==> config.mk <==
export PLATFORM = sky130hd
export DESIGN_NAME = spec_undo_log
export DESIGN_NICKNAME = d
export VERILOG_FILES = /design/src/rtl/undo_pkg.sv /design/src/rtl/undo_store.sv /design/src/rtl/undo_blt.sv /design/src/rtl/undo_ctrl.sv /design/src/rtl/spec_undo_log.sv
export SDC_FILE = /design/constraint.sdc
export NUM_CORES = 1
export LEC_CHECK = 0
export BUFFER_PORTS_ARGS = -buffer_cell sky130_fd_sc_hd__buf_2
export CORE_MARGIN = 10
export CORE_UTILIZATION = 62
export DETAILED_ROUTE_END_ITERATION = 10
export PLACE_DENSITY = 0.79
export SLEW_MARGIN = 20
export SYNTH_ARGS = -nofsm -noshare
export SYNTH_HDL_FRONTEND = slang
export SYNTH_SLANG_ARGS = --single-unit
export TNS_END_PERCENT = 100
==> constraint.sdc <==
create_clock -name clk -period 7.1 [get_ports clk]
set_clock_uncertainty 0.1 [all_clocks]
set_input_delay 0.355 -clock clk [delete_from_list [all_inputs] [get_ports clk]]
set_output_delay 0.355 -clock clk [all_outputs]
set_load 0.02 [all_outputs]
==> src/rtl/undo_pkg.sv <==
package undo_pkg;
    typedef enum logic [1:0] {
        ST_RUN   = 2'd0,
        ST_UNDO  = 2'd1,
        ST_DRAIN = 2'd2
    } undo_state_e;
endpackage

==> src/rtl/undo_store.sv <==
module undo_store #(
    parameter int DEPTH = 8,
    parameter int AW    = 16,
    parameter int DW    = 32,
    parameter int EPW   = 4
) (
    input  logic                          clk,
    input  logic                          rst_n,
    input  logic                          push,
    input  logic                          push_cache,
    input  logic [AW-1:0]                 push_addr,
    input  logic [DW-1:0]                 push_data,
    input  logic [EPW-1:0]                push_tag,
    input  logic                          pop_new,
    input  logic                          pop_old,
    output logic                          new_cache,
    output logic [AW-1:0]                 new_addr,
    output logic [DW-1:0]                 new_data,
    output logic [EPW-1:0]                old_tag,
    output logic [$clog2(DEPTH):0]        cnt,
    output logic                          full,
    output logic                          empty
);
    localparam int PTRW = $clog2(DEPTH);
    localparam int CW   = PTRW + 1;

    logic            mem_cache [DEPTH];
    logic [AW-1:0]   mem_addr  [DEPTH];
    logic [DW-1:0]   mem_data  [DEPTH];
    logic [EPW-1:0]  mem_tag   [DEPTH];
    logic [PTRW-1:0] head_q, tail_q, newest;
    logic [CW-1:0]   cnt_q;

    always_ff @(posedge clk) begin
        if (push) begin
            mem_cache[tail_q] <= push_cache;
            mem_addr[tail_q]  <= push_addr;
            mem_data[tail_q]  <= push_data;
            mem_tag[tail_q]   <= push_tag;
        end
    end

    always_ff @(posedge clk or negedge rst_n) begin
        if (!rst_n) begin
            head_q <= '0;
            tail_q <= '0;
            cnt_q  <= '0;
        end else begin
            tail_q <= tail_q + PTRW'(push) - PTRW'(pop_new);
            head_q <= head_q + PTRW'(pop_old);
            cnt_q  <= cnt_q + CW'(push) - CW'(pop_new) - CW'(pop_old);
        end
    end

    always_comb begin
        newest    = tail_q - PTRW'(1);
        new_cache = mem_cache[newest];
        new_addr  = mem_addr[newest];
        new_data  = mem_data[newest];
        old_tag   = mem_tag[head_q];
        cnt       = cnt_q;
        full      = (cnt_q == CW'(DEPTH));
        empty     = (cnt_q == '0);
    end

    p_no_overflow_r8: assert property (@(posedge clk) disable iff (!rst_n)
        push |-> !full);
    p_no_underflow_r3: assert property (@(posedge clk) disable iff (!rst_n)
        (pop_new || pop_old) |-> !empty);
endmodule

==> src/rtl/undo_blt.sv <==
module undo_blt #(
    parameter int NBLK = 16,
    parameter int EPW  = 4
) (
    input  logic                     clk,
    input  logic                     rst_n,
    input  logic                     mark,
    input  logic [$clog2(NBLK)-1:0]  mark_idx,
    input  logic [EPW-1:0]           mark_tag,
    input  logic                     clear_all,
    input  logic [EPW-1:0]           oldest_n,
    input  logic [EPW-1:0]           issue_n,
    input  logic [$clog2(NBLK)-1:0]  probe_idx,
    output logic                     hit
);
    localparam int IDXW = $clog2(NBLK);

    logic           vld [NBLK];
    logic [EPW-1:0] tag [NBLK];
    logic [EPW-1:0] span;

    assign span = issue_n - oldest_n;

    for (genvar g = 0; g < NBLK; g++) begin : g_blk
        logic [EPW-1:0] age;
        assign age = tag[g] - oldest_n;
        always_ff @(posedge clk or negedge rst_n) begin
            if (!rst_n) begin
                vld[g] <= 1'b0;
                tag[g] <= '0;
            end else if (clear_all) begin
                vld[g] <= 1'b0;
            end else if (mark && mark_idx == IDXW'(g)) begin
                vld[g] <= 1'b1;
                tag[g] <= mark_tag;
            end else if (age >= span) begin
                vld[g] <= 1'b0;
            end
        end
    end

    always_comb begin
        hit = vld[probe_idx] && ((tag[probe_idx] - oldest_n) < span);
    end

    p_blt_cleared_r5: assert property (@(posedge clk) disable iff (!rst_n)
        $past(clear_all) |-> !hit);
endmodule

==> src/rtl/undo_ctrl.sv <==
module undo_ctrl
    import undo_pkg::*;
(
    input  logic        clk,
    input  logic        rst_n,
    input  logic        probe_valid,
    input  logic        hit,
    input  logic        empty,
    input  logic        cnt_one,
    input  logic        pend_zero_n,
    output undo_state_e state,
    output logic        pop_new,
    output logic        clear_all,
    output logic        undo_valid,
    output logic        probe_stall,
    output logic        spec_hold
);
    undo_state_e state_d;

    always_comb begin
        state_d = state;
        unique case (state)
            ST_RUN:   if (probe_valid && hit) state_d = ST_UNDO;
            ST_UNDO:  if (empty || cnt_one)
                          state_d = pend_zero_n ? ST_RUN : ST_DRAIN;
            ST_DRAIN: if (pend_zero_n) state_d = ST_RUN;
            default:  state_d = ST_RUN;
        endcase
    end

    always_ff @(posedge clk or negedge rst_n) begin
        if (!rst_n) state <= ST_RUN;
        else        state <= state_d;
    end

    always_comb begin
        pop_new     = 1'b0;
        clear_all   = 1'b0;
        undo_valid  = 1'b0;
        probe_stall = 1'b0;
        spec_hold   = 1'b1;
        unique case (state)
            ST_RUN: begin
                spec_hold   = 1'b0;
                probe_stall = probe_valid && hit;
            end
            ST_UNDO: begin
                pop_new     = !empty;
                undo_valid  = !empty;
                probe_stall = 1'b1;
                clear_all   = (state_d != ST_UNDO);
            end
            ST_DRAIN: ;
            default: ;
        endcase
    end

    p_conflict_enters_undo_r4: assert property (@(posedge clk) disable iff (!rst_n)
        (state == ST_RUN && probe_valid && hit) |=> (state == ST_UNDO));
endmodule

==> src/rtl/spec_undo_log.sv <==
module spec_undo_log
    import undo_pkg::*;
#(
    parameter int DEPTH   = 8,
    parameter int AW      = 16,
    parameter int DW      = 32,
    parameter int EPW     = 4,
    parameter int NBLK    = 16,
    parameter int BLK_LSB = 2
) (
    input  logic                     clk,
    input  logic                     rst_n,
    input  logic                     log_valid,
    input  logic                     log_is_cache,
    input  logic [AW-1:0]            log_addr,
    input  logic [DW-1:0]            log_old,
    output logic                     log_stall,
    input  logic                     st_issue,
    input  logic                     st_done,
    input  logic                     probe_valid,
    input  logic [$clog2(NBLK)-1:0]  probe_idx,
    output logic                     probe_stall,
    output logic                     undo_valid,
    output logic                     undo_is_cache,
    output logic [AW-1:0]            undo_addr,
    output logic [DW-1:0]            undo_data
);
    localparam int IDXW = $clog2(NBLK);
    localparam int CW   = $clog2(DEPTH) + 1;

    logic [EPW-1:0] issue_q, oldest_q, pend_q, issue_n, oldest_n, pend_n;
    logic [EPW-1:0] head_tag;
    logic [CW-1:0]  cnt;
    logic           push, retire, pop_new, clear_all, hit;
    logic           full, empty, spec_hold;
    undo_state_e    state;

    always_comb begin
        pend_q   = issue_q - oldest_q;
        issue_n  = issue_q + EPW'(st_issue);
        oldest_n = oldest_q + EPW'(st_done && pend_q != '0);
        pend_n   = issue_n - oldest_n;
    end

    always_ff @(posedge clk or negedge rst_n) begin
        if (!rst_n) begin
            issue_q  <= '0;
            oldest_q <= '0;
        end else begin
            issue_q  <= issue_n;
            oldest_q <= oldest_n;
        end
    end

    always_comb begin
        log_stall = spec_hold || full;
        push      = log_valid && !log_stall && (pend_q != '0);
        retire    = (state == ST_RUN) && !empty && ((head_tag - oldest_q) >= pend_q);
    end

    undo_store #(.DEPTH(DEPTH), .AW(AW), .DW(DW), .EPW(EPW)) i_store (
        .clk(clk), .rst_n(rst_n),
        .push(push), .push_cache(log_is_cache), .push_addr(log_addr),
        .push_data(log_old), .push_tag(issue_q - EPW'(1)),
        .pop_new(pop_new), .pop_old(retire),
        .new_cache(undo_is_cache), .new_addr(undo_addr), .new_data(undo_data),
        .old_tag(head_tag), .cnt(cnt), .full(full), .empty(empty)
    );

    undo_blt #(.NBLK(NBLK), .EPW(EPW)) i_blt (
        .clk(clk), .rst_n(rst_n),
        .mark(push && log_is_cache), .mark_idx(log_addr[BLK_LSB +: IDXW]),
        .mark_tag(issue_q - EPW'(1)), .clear_all(clear_all),
        .oldest_n(oldest_n), .issue_n(issue_n),
        .probe_idx(probe_idx), .hit(hit)
    );

    undo_ctrl i_ctrl (
        .clk(clk), .rst_n(rst_n),
        .probe_valid(probe_valid), .hit(hit), .empty(empty),
        .cnt_one(cnt == CW'(1)), .pend_zero_n(pend_n == '0),
        .state(state), .pop_new(pop_new), .clear_all(clear_all),
        .undo_valid(undo_valid), .probe_stall(probe_stall), .spec_hold(spec_hold)
    );

    p_undo_drains_r3: assert property (@(posedge clk) disable iff (!rst_n)
        (state == ST_UNDO && !empty) |=> (cnt == $past(cnt) - CW'(1)));
    p_undo_ends_empty_r5: assert property (@(posedge clk) disable iff (!rst_n)
        ($past(state) == ST_UNDO && state != ST_UNDO) |-> empty);
    p_drain_has_pending_r6: assert property (@(posedge clk) disable iff (!rst_n)
        (state == ST_DRAIN) |-> (pend_q != '0));
endmodule

==> reports/metrics.csv, run 1 <==
stage,metric,value,unit
clock_tree,cts bufs inserted,51,
worst_setup_path,"Largest stage delay, worst path",0.86,ns
sta,Worst Hold Slack,0.0552,ns
worst_setup_path,worst endpoint required time,6.64,ns
clock_tree,register clock-pin slew on the reported worst setup and hold paths,0.07,ns
synthesis,Synth Instances,1374,
worst_setup_path,"slowest stage cell, crit path",ha_1,
worst_setup_path,CP Launch Type,register,
global_route,vias in the first global route,14026,
worst_setup_path,cell family with most CP delay,adder cells,
layout,synthesis-to-layout area growth,13.6,%
synthesis,sequential share of the synthesized area,0.629,
layout,Post-Layout Cell Count,2100,
clock_tree,CTS tree,done,
clock_tree,post-CTS setup buffer count,0,
placed_design,DP Cell Count,1963,
sta,RSZ-0062 raised after global routing,false,
placed_design,IO buf count,110,
sta,Final Hold Fails,0,
worst_setup_path,CP Class,reg -> out,
run_status,outcome,"complete, no violations",
route,wire per inst,27.2,um
min_path,Hold WC Path Type,in -> reg,
sta,final period utilization,0.868,
synthesis,Synth Cell Area,24200,um^2
sta,final setup fails,0,
layout,Filler Cells Inserted,2242,
sta,Least-Margin Pin Slew,1.05,ns
die,num ports,111,
worst_setup_path,Buf/Inv on CP,3,
route,Vias,13122,
clock_tree,clock buffer depth,3,
global_route,first-pass GRT wire length,87400,um
route,drt pass-1 iters,6,
sta,Tmin final,6.16,ns
worst_setup_path,FF-to-FF Start,oldest_q[1],
synthesis,Synth Flop Type,edfxtp_1,
route,Total Wirelength,57100,um
sta,post-route setup slack,0.941,ns
layout,Reg area,15200,um^2
route,Iteration-0 DRC Markers,1204,
synthesis,YS warnings,0,
clock_tree,"Hold-fix buffers, CTS",47,
layout,layout cells sized above 1,0.284,
sta,worst relative slew slack,0.291,
placed_design,GP Congestion,0.835,
sta,final slew viol count,0,
synthesis,Yosys cell types,55,
clock_tree,clk_lat worst skew,0.59,ns
die,die width,218,um
layout,"commonest non-fill, non-tap cell in the layout",edfxtp_1,
synthesis,Yosys reg bits,524,
layout,Final #Nets,1726,
die,placeable core area,38600,um^2
min_path,Hold Path Origin,log_addr[5],
worst_setup_path,cell mode on critical path,ha_1,
die,die height,218,um
die,die area,47400,um^2
global_route,GRT Overall Usage,0.244,
clock_tree,H-tree depth,2,
global_route,largest net degree at the start of global routing,81,
synthesis,Post-synth EDFFs,424,
clock_tree,Clock Sinks,524,
global_route,antenna violations before repair,1,
clock_tree,Resized cells post-CTS,0,
layout,area of the multi-input gates,8510,um^2
sta,Sum Neg Setup Slack,0,ns
worst_setup_path,Critical Path Fanout Max,19,
placed_design,Setup WS pre-CTS,1.54,ns
placed_design,Detailed Place HPWL,30400,um
layout,most frequent cells in the layout,"424 x edfxtp_1, 122 x mux4_2, 115 x ha_1",
worst_setup_path,critical path endpoint category,primary output,
worst_setup_path,Crit. Startpoint,oldest_q[1],
sta,Max Freq,162,MHz
worst_setup_path,cells along the critical path,inv_1 > ha_1 > nor2b_1 > o21ai_0 > a21oi_1 > or2_2 > o21a_1 > ha_1 > ha_1 > fa_1 > inv_1 > ha_1 > a21o_1 > a21oi_1 > nand3_1 > mux2_1 > a31oi_1 > buf_2,
global_route,total gr overflow,0,
die,number of core rows,72,
synthesis,asr flop ratio synth,0.191,
flow_run,max-cap violation count,0,
route,vias per inst,6.25,
synthesis,average instance area after synthesis,17.6,um^2
route,Residual DRC,0,
clock_tree,clock root buffer,clkbuf_16,
worst_setup_path,arrival time at the worst endpoint,5.70,ns
route,"antenna viol nets, final",0,
die,Starting Density,0.627,
synthesis,syn_nets,1555,
synthesized netlist by cell type (2+ instances only):
master    count  area share
nand2b_1     19      0.0049
xor2_1       44       0.016
mux4_1        8      0.0087
nand2_1      25      0.0039
and3_1        9      0.0023
buf_2        15      0.0031
a21o_1       36       0.011
ha_1        116       0.060
nor2b_1       3     0.00077
o21ai_0      11      0.0023
dfrtp_1     100        0.10
inv_1        78       0.012
edfxtp_1    424        0.53
nand4_1       7      0.0018
mux4_2      122        0.11
and4_1        5      0.0018
mux2_1        2     0.00093
a211oi_1      2     0.00062
nor2_1        4     0.00062
nor4_1        4      0.0010
fa_1          6      0.0050
mux2i_1      21      0.0087
buf_1         6     0.00093
or2_2         3     0.00077
clkbuf_1     41      0.0064
maj3_1       48       0.020
mux2_2       98       0.046
maj3_2        2     0.00093
or3_1         2     0.00052
xnor2_1      53       0.019
a21oi_1      23      0.0048
nand3_1       6      0.0012
o21bai_1      9      0.0028
worst reg2reg max path, delay by kind of cell, from the launching register on:
| kind | cells | cell delay, ns |
|---|---|---|
| AND/OR/NAND/NOR | 3 | 0.60 |
| adder cells (fa/ha/maj) | 5 | 2.25 |
| buffers and inverters | 2 | 0.81 |
| AO/OA/AOI/OAI | 6 | 1.07 |
| flip-flops | 1 | 0.49 |
per-layer routing:
| layer | wire length [um] | GRT usage |
|---|---|---|
| met1 | 21300 | 0.307 |
| met5 | 0 | 0 |
| met4 | 2180 | 0.103 |
| met2 | 29500 | 0.416 |
| met3 | 4100 | 0.0408 |
kinds of logic (layout without fill, tap and decap cells):
group / count (synthesis) / count (layout) / synth area share
compound gates: 92 / 92 / 0.0255
buf+inv: 141 / 348 / 0.0229
mux: 252 / 252 / 0.178
xor+xnor: 100 / 100 / 0.0379
simple gates: 93 / 93 / 0.0215
other cells: 0 / 1 / 0
fa+ha+maj: 172 / 172 / 0.0856
flops: 524 / 524 / 0.629
flip-flops by register name, summed over array words and instances (netlist names), 4 cells and up:
register and cells:
i_blt.vld 16, i_store.cnt 4, oldest_q 4, i_store.mem_cache 8, i_store.mem_tag 32, i_blt.tag 64
issue_q 4, i_store.mem_addr 128, i_store.mem_data 256
final timing paths:
kind | to | slack (ns) | cells past startpoint
setup / recovery | probe_stall | 0.94 | 18
hold / removal | i_store.mem_addr[7][5] | 0.06 | 1
setup reg to reg | i_blt.vld[4] | 1.69 | 16
hold reg to reg | i_blt.vld[11] | 0.44 | 2
max in group asynchronous | i_blt.vld[15] | 5.75 | 3
min in group asynchronous | i_ctrl.state[1] | 0.09 | 2
per-stage QoR:
stage,utilization,instance area [um^2]
finish,0.712,27500
global route,0.712,27500
CTS,0.712,27500
detailed placement,0.658,25400
global placement,0.658,25400
floorplan,-,24200
layout make-up:
cell class / instances / share of cell area
multi-input cells: 709 / 0.309
well taps: 518 / 0.0235
diodes: 1 / 0.0000909
flip-flops and latches: 524 / 0.553
repair buffers: 181 / 0.0446
clock buffers: 71 / 0.0509
clock inverters: 18 / 0.00782
inverters: 78 / 0.0106
Power of run 1 is left out: the tool's default activity adds up to more than one toggle a clock period on the data nets, which glitch-free logic cannot reach.
==> inputs of run 2 (changes only) <==
--- a/config.mk
+++ b/config.mk
@@ -5,6 +5,7 @@
 export SDC_FILE = /design/constraint.sdc
 export NUM_CORES = 1
 export LEC_CHECK = 0
+export ABC_AREA = 1
 export BUFFER_PORTS_ARGS = -buffer_cell sky130_fd_sc_hd__buf_2
 export CORE_MARGIN = 10
 export CORE_UTILIZATION = 62
==> reports/metrics.csv, run 2 <==
stage,metric,value,unit
run_status,outcome,"complete, no violations",
sta,RSZ-0062 raised after global routing,false,
synthesis,Post-synth EDFFs,424,
worst_setup_path,worst endpoint required time,6.64,ns
route,Iteration-0 DRC Markers,1887,
worst_setup_path,critical path endpoint category,primary output,
die,num ports,111,
layout,Final #Nets,2844,
layout,max reg flops,256,
layout,layout cells sized above 1,0.107,
worst_setup_path,CP Class,reg -> out,
clock_tree,clk_lat worst skew,0.61,ns
sta,Final Hold Fails,0,
sta,post-route setup slack,0.762,ns
global_route,GRT Overall Usage,0.245,
die,die height,223,um
synthesis,YS warnings,0,
clock_tree,Resized cells post-CTS,0,
route,Total Wirelength,61100,um
global_route,total gr overflow,0,
placed_design,IO buf count,110,
layout,largest registers,"i_store.mem_data: 256 flops, i_store.mem_addr: 128 flops, i_blt.tag: 64 flops",
route,"antenna viol nets, final",0,
worst_setup_path,CP Launch Type,register,
die,die area,49600,um^2
clock_tree,cts bufs inserted,51,
route,wire per inst,18.9,um
sta,Least-Margin Pin Slew,1.07,ns
clock_tree,Clock Sinks,524,
synthesis,synth cell count leaders,"424 x edfxtp_1, 414 x nand2_1, 414 x nor2_1",
sta,final setup fails,0,
die,placeable core area,40700,um^2
global_route,largest net degree at the start of global routing,101,
layout,"commonest non-fill, non-tap cell in the layout",edfxtp_1,
sta,Worst Hold Slack,0.0495,ns
synthesis,top-count cell post-synth,edfxtp_1,
worst_setup_path,Critical Path Fanout Max,19,
synthesis,Synth Flop Type,edfxtp_1,
placed_design,Detailed Place HPWL,36600,um
synthesis,Synth Instances,2533,
layout,ant diodes,0,
global_route,antenna violations before repair,0,
route,drt pass-1 iters,5,
synthesis,Yosys top cell by area,edfxtp_1,
synthesis,average instance area after synthesis,10.1,um^2
synthesis,Synth Cell Area,25500,um^2
clock_tree,clock buffer depth,3,
min_path,Hold WC Path Type,in -> reg,
route,Residual DRC,0,
worst_setup_path,arrival time at the worst endpoint,5.88,ns
placed_design,Setup WS pre-CTS,1.43,ns
synthesis,Yosys cell types,42,
clock_tree,CTS tree,done,
sta,final slew viol count,0,
sta,Sum Neg Setup Slack,0,ns
synthesis,syn_nets,2714,
die,die width,223,um
die,Starting Density,0.626,
layout,synthesis-to-layout area growth,13.1,%
synthesis,largest cells by area after synthesis,"edfxtp_1 50%, dfrtp_1 9.8%, nand2_1 6.1%, nor2_1 6.1%, o21ai_0 5.9%",
layout,Largest Register,i_store.mem_data,
sta,Max Freq,158,MHz
worst_setup_path,reg-to-reg setup timing slack,1.58,ns
route,Vias,18738,
global_route,first-pass GRT wire length,97800,um
layout,Layout Utilization,0.708,
synthesis,area share of the leading cell type in the synthesized netlist,0.499,
global_route,vias in the first global route,18792,
layout,most frequent cells in the layout,"424 x edfxtp_1, 414 x nand2_1, 410 x nor2_1",
sta,Tmin final,6.34,ns
placed_design,GP Congestion,0.939,
synthesis,asr flop ratio synth,0.191,
clock_tree,clock root buffer,clkbuf_16,
synthesis,sequential share of the synthesized area,0.598,
sta,worst relative slew slack,0.289,
clock_tree,post-CTS setup buffer count,0,
clock_tree,register clock-pin slew on the reported worst setup and hold paths,0.06,ns
flow_run,max-cap violation count,0,
route,vias per inst,5.79,
sta,final period utilization,0.893,
die,number of core rows,74,
clock_tree,H-tree depth,2,
synthesis,Yosys reg bits,524,
-- run 2: cell type report --
class / count / area [um^2]
Sequential cell: 524 / 15200
Inverter: 287 / 1090
Clock inverter: 35 / 467
Multi-Input combinational cell: 1616 / 8820
Tap cell: 532 / 666
Clock buffer: 61 / 1310
Timing Repair Buffer: 183 / 1240
Fill cell: 2824 / 11900
-- run 2: kinds of logic after synthesis --
logic type | count (synthesis) | synth area share
DFF | 524 | 0.598
and+or+nand+nor | 946 | 0.155
muxes | 1 | 0.000393
xor gates and xnor gates | 43 | 0.0148
buffers and inverters | 393 | 0.0604
adders and majority gates | 122 | 0.0616
AOI/OAI and AO/OA | 504 | 0.111
-- run 2: layer usage --
layer  GRT usage  share of wire
met5           0              0
met3      0.0378          0.074
met1       0.298           0.39
met4       0.124          0.042
met2       0.417           0.50
-- run 2: critical path, cell delays in order (launching register included) --
cell,delay (ns)
dfrtp_1,0.67
inv_1,0.34
ha_1,0.29
inv_1,0.08
fa_1,0.43
nor3_1,0.27
a21boi_0,0.19
ha_1,0.92
ha_1,0.27
inv_1,0.06
ha_1,0.18
inv_1,0.05
nand2_1,0.09
xor2_2,0.15
buf_4,0.31
ha_1,0.28
a21oi_1,0.17
nand3b_1,0.13
nand2_1,0.06
inv_1,0.05
nand2_1,0.06
nand2_1,0.06
buf_2,0.16
-- run 2: final timing paths --
path | startpoint | to | cells past startpoint
max | issue_q[0] | probe_stall | 22
min | log_addr[2] | i_store.mem_addr[4][2] | 1
max reg2reg | issue_q[0] | i_blt.vld[1] | 21
min reg2reg | i_blt.tag[52] | i_blt.tag[52] | 2
max in group asynchronous | rst_n | i_store.tail_q[0] | 3
min in group asynchronous | rst_n | i_blt.tag[11] | 2
-- run 2: stage by stage --
stage / std cells / instance area, um^2
finish: 3238 / 28800
global route: 3238 / 28800
CTS: 3238 / 28800
detailed placement: 3095 / 26600
global placement: 3094 / 26600
floorplan: 2533 / 25500
-- run 2: what timing repair did --
action                     CTS  global route
setup endpoints to repair    0             0
hold buffers                47             0
hold endpoints to repair   403             0
Power of run 2 is left out for the same reason.
==> inputs of run 3 (changes only) <==
--- a/config.mk
+++ b/config.mk
@@ -7,8 +7,10 @@
 export LEC_CHECK = 0
 export ABC_AREA = 1
 export BUFFER_PORTS_ARGS = -buffer_cell sky130_fd_sc_hd__buf_2
+export CELL_PAD_IN_SITES_DETAIL_PLACEMENT = 0
+export CELL_PAD_IN_SITES_GLOBAL_PLACEMENT = 1
 export CORE_MARGIN = 10
-export CORE_UTILIZATION = 62
+export CORE_UTILIZATION = 49
 export DETAILED_ROUTE_END_ITERATION = 10
 export PLACE_DENSITY = 0.79
 export SLEW_MARGIN = 20
==> reports/metrics.csv, run 3 (synthesis results as in run 2) <==
stage,metric,value,unit
die,die height,248,um
layout,layout cells sized above 1,0.110,
clock_tree,clock buffer depth,3,
route,"antenna viol nets, final",0,
worst_setup_path,cell family with most CP delay,buffers and inverters,
layout,Largest Register,i_store.mem_data,
global_route,largest net degree at the start of global routing,95,
placed_design,GP Congestion,0.901,
route,Residual DRC,0,
sta,RSZ-0062 raised after global routing,false,
sta,final period utilization,0.893,
layout,ant diodes,0,
sta,final setup fails,0,
route,vias per inst,5.38,
global_route,antenna violations before repair,0,
layout,synthesis-to-layout area growth,14.2,%
global_route,total gr overflow,0,
layout,most frequent cells in the layout,"424 x edfxtp_1, 414 x nand2_1, 410 x nor2_1",
worst_setup_path,"Largest stage delay, worst path",0.67,ns
route,Total Wirelength,63700,um
worst_setup_path,CP Class,reg -> out,
worst_setup_path,arrival time at the worst endpoint,5.89,ns
global_route,first-pass GRT wire length,99600,um
die,num ports,111,
sta,worst relative slew slack,0.360,
sta,Final Hold Fails,0,
worst_setup_path,critical path endpoint category,primary output,
layout,Final #Nets,2853,
layout,largest registers,"i_store.mem_data: 256 flops, i_store.mem_addr: 128 flops, i_blt.tag: 64 flops",
global_route,vias in the first global route,17983,
route,Iteration-0 DRC Markers,1271,
sta,Max Freq,158,MHz
sta,Sum Neg Setup Slack,0,ns
layout,"commonest non-fill, non-tap cell in the layout",edfxtp_1,
die,placeable core area,51400,um^2
flow_run,max-cap violation count,0,
die,die width,248,um
clock_tree,Resized cells post-CTS,0,
global_route,GRT Overall Usage,0.207,
worst_setup_path,"slowest stage cell, crit path",dfrtp_1,
placed_design,Detailed Place HPWL,38400,um
die,number of core rows,83,
min_path,Hold WC Path Type,in -> reg,
worst_setup_path,Critical Path Fanout Max,30,
worst_setup_path,worst endpoint required time,6.64,ns
worst_setup_path,CP Launch Type,register,
layout,Filler Cells Inserted,4380,
sta,final slew viol count,0,
route,drt pass-1 iters,5,
clock_tree,H-tree depth,2,
route,wire per inst,18.8,um
die,Starting Density,0.496,
clock_tree,Clock Sinks,524,
clock_tree,CTS tree,done,
route,Vias,18267,
worst_setup_path,cell mode on critical path,nand2_1,
sta,Tmin final,6.34,ns
run_status,outcome,"complete, no violations",
clock_tree,clk_lat worst skew,0.61,ns
clock_tree,clock root buffer,clkbuf_16,
clock_tree,register clock-pin slew on the reported worst setup and hold paths,0.06,ns
layout,max reg flops,256,
placed_design,IO buf count,110,
sta,Least-Margin Pin Slew,0.959,ns
clock_tree,cts bufs inserted,55,
worst_setup_path,Buf/Inv on CP,9,
die,die area,61500,um^2
run 3: changes by cell type in the layout (fill, tap and decap cells not counted), moves of 2 or more:
cell,change
inv_6,-3
clkbuf_1,-2
clkbuf_16,+5
clkinv_1,+2
clkbuf_8,+3
clkinv_4,+3
clkinv_2,+2
buf_4,+4
buf_12,+2
bufinv_16,-5
run 3: metrics by stage:
step / worst slack [ns] / utilization / instances / area, um^2 / hold WS [ns]
floorplan: 1.17 / - / 2533 / 25500 / -0.0406
global route: 0.288 / 0.566 / 3395 / 29100 / 0.0338
global placement: 1.48 / 0.521 / 3246 / 26800 / 0.277
detailed placement: 1.35 / 0.522 / 3248 / 26800 / 0.284
finish: 0.756 / 0.566 / 3395 / 29100 / 0.0492
CTS: 0.648 / 0.566 / 3395 / 29100 / 0.00902
run 3: layer usage:
| metal | GRT usage | wire length [um] | vias to the layer above | share of wire |
|---|---|---|---|---|
| li1 | - | - | 8861 | - |
| met1 | 0.261 | 26600 | 8825 | 0.42 |
| met2 | 0.363 | 32200 | 485 | 0.51 |
| met3 | 0.0260 | 3350 | 96 | 0.053 |
| met4 | 0.0691 | 1540 | 0 | 0.024 |
| met5 | 0 | 0 | - | 0 |
run 3: path summary, 6_finish.rpt:
kind | slack (ns) | start | cells past startpoint | to
setup / recovery | 0.76 | issue_q[0] | 27 | probe_stall
hold / removal | 0.05 | log_addr[3] | 1 | i_store.mem_addr[1][3]
setup reg to reg | 1.73 | issue_q[0] | 29 | i_blt.vld[7]
hold reg to reg | 0.38 | i_blt.tag[52] | 2 | i_blt.tag[52]
max in group asynchronous | 5.31 | rst_n | 3 | i_store.tail_q[0]
min in group asynchronous | 0.18 | rst_n | 2 | i_blt.tag[11]
run 3: cell type report:
class / instances / area [um^2] / share of cell area
clock buffer: 67 / 1470 / 0.0506
multi-input combinational: 1616 / 8830 / 0.303
clock inverter: 33 / 337 / 0.0116
sequential: 524 / 15200 / 0.524
inverter: 287 / 1090 / 0.0374
tap: 680 / 851 / 0.0292
timing repair buffer: 188 / 1280 / 0.0440
run 3: what timing repair did:
action                                 4_1_cts  5_1_grt
setup buffers                                0        0
hold buffers                                47        0
endpoints found under the hold margin      398        0
Power of run 3 is left out for the same reason.
